$ cat config.mk
export PLATFORM = sky130hd
export DESIGN_NAME = irq_entry_seq
export DESIGN_NICKNAME = d
export VERILOG_FILES = /design/src/rtl/irq_entry_pkg.sv /design/src/rtl/irq_accept_gate.sv /design/src/rtl/irq_ctx_shadow.sv /design/src/rtl/irq_mode_vector.sv /design/src/rtl/irq_entry_seq.sv
export SDC_FILE = /design/constraint.sdc
export NUM_CORES = 1
export LEC_CHECK = 0
export BUFFER_PORTS_ARGS = -buffer_cell sky130_fd_sc_hd__buf_2
export CAP_MARGIN = 5
export CORE_UTILIZATION = 40
export CTS_BUF_LIST = sky130_fd_sc_hd__clkbuf_2
export DETAILED_ROUTE_END_ITERATION = 10
export PLACE_DENSITY = 0.67
export SYNTH_ARGS = -nofsm -noshare
export SYNTH_HDL_FRONTEND = slang
export SYNTH_HIERARCHICAL = 1
export SYNTH_SLANG_ARGS = --single-unit
$ cat constraint.sdc
create_clock -name clk_i -period 3.32 [get_ports clk_i]
set_input_delay 0.332 -clock clk_i [delete_from_list [all_inputs] [get_ports clk_i]]
set_output_delay 0.332 -clock clk_i [all_outputs]
set_load 0.02 [all_outputs]
$ cat src/rtl/irq_entry_pkg.sv
package irq_entry_pkg;
  localparam int unsigned DEF_DW       = 32;
  localparam int unsigned DEF_CODE_W   = 12;
  localparam int unsigned DEF_BL_BIT   = 28;
  localparam int unsigned DEF_RB_BIT   = 29;
  localparam int unsigned DEF_MD_BIT   = 30;
  localparam int unsigned DEF_MASK_LSB = 4;
  localparam int unsigned DEF_MASK_W   = 4;
  localparam int unsigned DEF_VEC_OFF  = 32'h600;
  localparam int unsigned CTX_N        = 3;  // status, pc, stack pointer

  typedef enum logic [1:0] {
    ST_IDLE = 2'd0,
    ST_SAVE = 2'd1,
    ST_MODE = 2'd2,
    ST_VECT = 2'd3
  } entry_state_e;
endpackage

$ cat src/rtl/irq_accept_gate.sv
module irq_accept_gate #(
  parameter int unsigned DW     = 32,
  parameter int unsigned BL_BIT = 28
) (
  input  logic          idle_i,
  input  logic          irq_req_i,
  input  logic          insn_bnd_i,
  input  logic [DW-1:0] sr_i,
  output logic          accept_o
);
  logic blocked;
  assign blocked  = sr_i[BL_BIT];
  assign accept_o = idle_i & irq_req_i & insn_bnd_i & ~blocked;
endmodule

$ cat src/rtl/irq_ctx_shadow.sv
module irq_ctx_shadow #(
  parameter int unsigned DW     = 32,
  parameter int unsigned CODE_W = 12,
  parameter int unsigned N      = 3
) (
  input  logic                  clk_i,
  input  logic                  rst_ni,
  input  logic                  cap_i,
  input  logic [N-1:0][DW-1:0]  ctx_i,
  input  logic [CODE_W-1:0]     code_i,
  input  logic [DW-1:0]         vb_i,
  output logic [N-1:0][DW-1:0]  ctx_o,
  output logic [CODE_W-1:0]     code_o,
  output logic [DW-1:0]         vb_o
);
  for (genvar g = 0; g < N; g++) begin : g_word
    logic [DW-1:0] q;
    always_ff @(posedge clk_i or negedge rst_ni) begin
      if (!rst_ni)    q <= '0;
      else if (cap_i) q <= ctx_i[g];
    end
    assign ctx_o[g] = q;
  end

  always_ff @(posedge clk_i or negedge rst_ni) begin
    if (!rst_ni) begin
      code_o <= '0;
      vb_o   <= '0;
    end else if (cap_i) begin
      code_o <= code_i;
      vb_o   <= vb_i;
    end
  end


  evt_capture_chk: assert property (@(posedge clk_i) disable iff (!rst_ni)
    cap_i |=> code_o == $past(code_i));
endmodule

$ cat src/rtl/irq_mode_vector.sv
module irq_mode_vector #(
  parameter int unsigned DW      = 32,
  parameter int unsigned BL_BIT  = 28,
  parameter int unsigned RB_BIT  = 29,
  parameter int unsigned MD_BIT  = 30,
  parameter int unsigned VEC_OFF = 32'h600
) (
  input  logic          clk_i,
  input  logic          rst_ni,
  input  logic          mode_en_i,
  input  logic          vec_en_i,
  input  logic [DW-1:0] ssr_i,
  input  logic [DW-1:0] vb_i,
  output logic [DW-1:0] sr_o,
  output logic [DW-1:0] tgt_o
);
  localparam logic [DW-1:0] SET_MASK = (DW'(1) << BL_BIT) | (DW'(1) << RB_BIT) | (DW'(1) << MD_BIT);
  localparam logic [DW-1:0] OFF      = DW'(VEC_OFF);

  always_ff @(posedge clk_i or negedge rst_ni) begin
    if (!rst_ni) begin
      sr_o  <= '0;
      tgt_o <= '0;
    end else begin
      if (mode_en_i) sr_o  <= ssr_i | SET_MASK;
      if (vec_en_i)  tgt_o <= vb_i + OFF;  // wraps modulo 2^DW
    end
  end


  mode_bits_chk: assert property (@(posedge clk_i) disable iff (!rst_ni)
    mode_en_i |=> sr_o[BL_BIT] && sr_o[RB_BIT] && sr_o[MD_BIT]);
endmodule

$ cat src/rtl/irq_entry_seq.sv
module irq_entry_seq
  import irq_entry_pkg::*;
#(
  parameter int unsigned DW       = DEF_DW,
  parameter int unsigned CODE_W   = DEF_CODE_W,
  parameter int unsigned BL_BIT   = DEF_BL_BIT,
  parameter int unsigned RB_BIT   = DEF_RB_BIT,
  parameter int unsigned MD_BIT   = DEF_MD_BIT,
  parameter int unsigned MASK_LSB = DEF_MASK_LSB,
  parameter int unsigned MASK_W   = DEF_MASK_W,
  parameter int unsigned VEC_OFF  = DEF_VEC_OFF
) (
  input  logic              clk_i,
  input  logic              rst_ni,
  input  logic              irq_req_i,
  input  logic [CODE_W-1:0] irq_code_i,
  input  logic              insn_bnd_i,
  input  logic [DW-1:0]     sr_i,
  input  logic [DW-1:0]     pc_i,
  input  logic [DW-1:0]     sp_i,
  input  logic [DW-1:0]     vbase_i,
  output logic [DW-1:0]     ssr_o,
  output logic [DW-1:0]     spc_o,
  output logic [DW-1:0]     sgr_o,
  output logic [CODE_W-1:0] evt_o,
  output logic [DW-1:0]     sr_o,
  output logic              redir_o,
  output logic [DW-1:0]     redir_addr_o
);
  localparam int unsigned MASK_MSB = MASK_LSB + MASK_W - 1;

  entry_state_e state_q, state_d;
  logic redir_q, idle, accept;
  logic [CTX_N-1:0][DW-1:0] ctx_in, ctx_sv;
  logic [DW-1:0] vb_sv;

  assign idle = (state_q == ST_IDLE) && !redir_q;  // redirect cycle counts as busy

  irq_accept_gate #(.DW(DW), .BL_BIT(BL_BIT)) u_gate (
    .idle_i     (idle),
    .irq_req_i  (irq_req_i),
    .insn_bnd_i (insn_bnd_i),
    .sr_i       (sr_i),
    .accept_o   (accept)
  );

  always_comb begin
    state_d = state_q;
    unique case (state_q)
      ST_IDLE: if (accept) state_d = ST_SAVE;
      ST_SAVE: state_d = ST_MODE;
      ST_MODE: state_d = ST_VECT;
      ST_VECT: state_d = ST_IDLE;
      default: state_d = ST_IDLE;
    endcase
  end

  always_ff @(posedge clk_i or negedge rst_ni) begin
    if (!rst_ni) begin
      state_q <= ST_IDLE;
      redir_q <= 1'b0;
    end else begin
      state_q <= state_d;
      redir_q <= (state_q == ST_VECT);
    end
  end

  assign ctx_in[0] = sr_i;
  assign ctx_in[1] = pc_i;
  assign ctx_in[2] = sp_i;

  irq_ctx_shadow #(.DW(DW), .CODE_W(CODE_W), .N(CTX_N)) u_shadow (
    .clk_i  (clk_i),
    .rst_ni (rst_ni),
    .cap_i  (accept),
    .ctx_i  (ctx_in),
    .code_i (irq_code_i),
    .vb_i   (vbase_i),
    .ctx_o  (ctx_sv),
    .code_o (evt_o),
    .vb_o   (vb_sv)
  );

  assign ssr_o = ctx_sv[0];
  assign spc_o = ctx_sv[1];
  assign sgr_o = ctx_sv[2];

  irq_mode_vector #(
    .DW(DW), .BL_BIT(BL_BIT), .RB_BIT(RB_BIT), .MD_BIT(MD_BIT), .VEC_OFF(VEC_OFF)
  ) u_modevec (
    .clk_i     (clk_i),
    .rst_ni    (rst_ni),
    .mode_en_i (state_q == ST_SAVE),
    .vec_en_i  (state_q == ST_MODE),
    .ssr_i     (ctx_sv[0]),
    .vb_i      (vb_sv),
    .sr_o      (sr_o),
    .tgt_o     (redir_addr_o)
  );

  assign redir_o = redir_q;


  redir_pulse_chk: assert property (@(posedge clk_i) disable iff (!rst_ni)
    redir_o |=> !redir_o);


  no_entry_chk: assert property (@(posedge clk_i) disable iff (!rst_ni)
    (idle && !(irq_req_i && insn_bnd_i && !sr_i[BL_BIT])) |=> state_q == ST_IDLE);


  mask_keep_chk: assert property (@(posedge clk_i) disable iff (!rst_ni)
    redir_o |-> sr_o[MASK_MSB:MASK_LSB] == ssr_o[MASK_MSB:MASK_LSB] && sr_o[BL_BIT]);


  shadow_hold_chk: assert property (@(posedge clk_i) disable iff (!rst_ni)
    !idle |=> $stable(ssr_o) && $stable(spc_o) && $stable(sgr_o) && $stable(evt_o));


  target_hold_chk: assert property (@(posedge clk_i) disable iff (!rst_ni)
    redir_o |-> $stable(redir_addr_o));
endmodule

==> results_dict.tcl <==
set metrics [dict create \
    status "finished, final reports clean" \
    drive_gt1_frac 0.562 \
    core_mm2 0.0210 \
    power_density_mw_per_mm2 938 \
    finalWorstSetupSlack_ns 0.923 \
    synthCells 535 \
    vias 6265 \
    setup_viol 0 \
    grt_overflow 0 \
    drc_errors 0 \
    synth-async-reset-ratio 1.00 \
    critPathLaunchType "flop" \
    grt-busiest-layer "met2" \
    netlist_area_mm2 0.00853 \
    path_max_fanout 29 \
    path_class "flop to flop" \
    dieArea_mm2 0.0219 \
    wire_per_inst_um 16.7 \
    final_common_cell "buf_2" \
    max_freq_mhz 417 \
    syn2layout_area_growth_pct 43.7 \
    hold_viol 0 \
    antenna_found_initial 0 \
    grt_pass1_wl_mm 35.4 \
    cp_top_family "buffers and inverters" \
    dp_hpwl_mm 14.0 \
    arrival_ns 3.04 \
    avgSynthCellArea_um2 15.9 \
    relSlewSlack 0.384 \
    r2r-start "state_q[0]$_DFFE_PN0P_" \
    antenna_cells 0 \
    crit_chain "inv_1 -> ha_1 -> nor2b_1 -> and4b_4 -> buf_4 -> mux2_2" \
    hp-class "input pin to flop" \
    worst_path_largest_cell_delay_ns 0.52 \
    crit_required_ns 3.97 \
    insertion_delay_ns 0.78 \
    cts_made_buffers 54 \
    first_iter_violations 195 \
    cts_tree "yes" \
    ys_seq_elements 205 \
    die_h_um 148 \
    die_w_um 148 \
    finalClockSkew_ns 0.0544 \
    yosys_warnings 6 \
    root_buffer "clkbuf_2" \
    grt_pass1_vias 6727 \
    final_cell_mix "buf_2 (315), dfrtp_1 (205), dlygate4sd3_1 (141)" \
    rsz0062_at_grt "false" \
    slowest_stage "buf_4" \
    io_buffers 316 \
    finalCritPeriodShare 0.722 \
    grt_use_total 0.205 \
    setup_tns_ns 0 \
    path_buf_inv 2 \
    synthesis.nets 685 \
    ant_nets 0 \
    finalNetCount 1179 \
    synth_edf_count 0 \
    vias_per_cell 4.69 \
    post-route-min-period_ns 2.40 \
    cts.path.max_buffers 3 \
    min-delay-start "insn_bnd_i" \
    drt-pass1-iter-count 6 \
    yosysSeqAreaShare 0.602 \
    grt_max_degree 103 \
    drt-total-wl_mm 22.3 \
    met1_usage 0.246 \
    synth.distinct_cells 38 \
    initial_utilization 0.407 \
    maxCapViolations 0 \
    tightest_slew_ns 0.924 \
    p_leak_uw 0.00608 \
    drv_slew 0 \
    num_rows 53 \
    clk_pin_slew_ns 0.10 \
    clkSinkCount 205 \
    use_met3 0.0531 \
    pre_cts_ws_ns 0.951 \
    cts.htree.levels 2 \
    synthFlopType "dfrtp_1" \
    io_pins 317 \
    place_congestion 0.761 \
    grt_use_met2 0.347 \
    nFillCells 1677 \
    endpoint_kind "flop" \
    ir_drop_mv 0.425 \
    crit_path_start "state_q[0]$_DFFE_PN0P_" \
]
==> kinds of logic after synthesis <==
group	share of synthesized area
AOI/OAI and AO/OA	0.0233
muxes	0.286
xor gates and xnor gates	0.0113
DFF	0.602
and+or+nand+nor	0.0408
adders and majority gates	0.00880
buffers and inverters	0.0283
==> final timing paths <==
| kind | to | slack [ns] | cells after the start |
|---|---|---|---|
| min reg2reg | u_shadow/code_o[0]$_DFFE_PN0P_ | 0.51 | 1 |
| min in group asynchronous | u_shadow/g_word[0].q[15]$_DFFE_PN0P_ | 0.21 | 2 |
| max in group asynchronous | u_shadow/g_word[2].q[0]$_DFFE_PN0P_ | 2.23 | 3 |
| max | u_shadow/code_o[8]$_DFFE_PN0P_ | 0.92 | 6 |
| max reg2reg | u_shadow/code_o[8]$_DFFE_PN0P_ | 0.92 | 6 |
| min | u_shadow/g_word[0].q[25]$_DFFE_PN0P_ | 0.14 | 3 |
==> registers in the layout, summed over array words and instances (netlist names) <==
signal	count
u_shadow/vb_o	32
u_modevec/sr_o	30
state_q	2
redir_o	1
u_shadow/code_o	12
u_modevec/tgt_o	32
u_shadow/g_word.q	96
==> per-layer routing <==
metal  routed length [um]  part of all wire
met1                 9110              0.41
met2                11100              0.50
met4                  652             0.029
met3                 1460             0.065
met5                    0                 0
==> synth_stat cells, drive strengths merged (5+ instances only) <==
cell	number	area (um^2)
nand3	7	40.0
nand2b	6	45.0
dfrtp	205	5130
nand2	7	26.3
nor2	21	78.8
o21ai	5	25.0
a31oi	8	50.1
or4	5	41.3
ha	6	75.1
inv	6	22.5
xnor2	7	61.3
buf	20	189
mux2	181	2420
clkbuf	8	30.0
a21oi	10	50.1
==> per-stage QoR <==
step                      instances  hold slack [ns]  utilization  area (um^2)  power [uW]
after detailed placement       1107            0.487        0.494        10400        9590
final                          1337            0.142        0.585        12300       11500
after CTS                      1337           0.0256        0.585        12300       11600
after global routing           1337           0.0571        0.585        12300       12200
after global placement         1107            0.485        0.494        10400        9480
after floorplan                 535           0.0364            -         8530        7850
==> worst reg2reg max path, stage by stage, from the launching register on <==
cell and delay (ns):
dfrtp_1 0.41, inv_1 0.14, ha_1 0.22, nor2b_1 0.15
and4b_4 0.41, buf_4 0.52, mux2_2 0.41
==> layout make-up <==
class / instances / area (um^2) / share of cell area
repair buffers: 466 / 3110 / 0.253
multi-input cells: 296 / 3160 / 0.258
well taps: 275 / 344 / 0.0281
clock buffers: 81 / 405 / 0.0331
clock inverters: 8 / 85.1 / 0.00694
inverters: 6 / 22.5 / 0.00184
flip-flops and latches: 205 / 5130 / 0.419
==> repair_timing <==
| action | in CTS | in global routing |
|---|---|---|
| endpoints found under the hold margin | 240 | 0 |
| hold buffers | 141 | 0 |
| setup endpoints to repair | 0 | 0 |
| setup buffers | 0 | 0 |
| resized for setup | 0 | 0 |
==> report_power, final <==
part	internal, uW	total [uW]	switching [uW]	leakage [uW]
registers	3730	4530	804	0.00249
logic	2450	5170	2730	0.00321
clock network	790	1800	1010	0.000379
total	6960	11500	4540	0.00608
(Power assumes the default switching activity.)
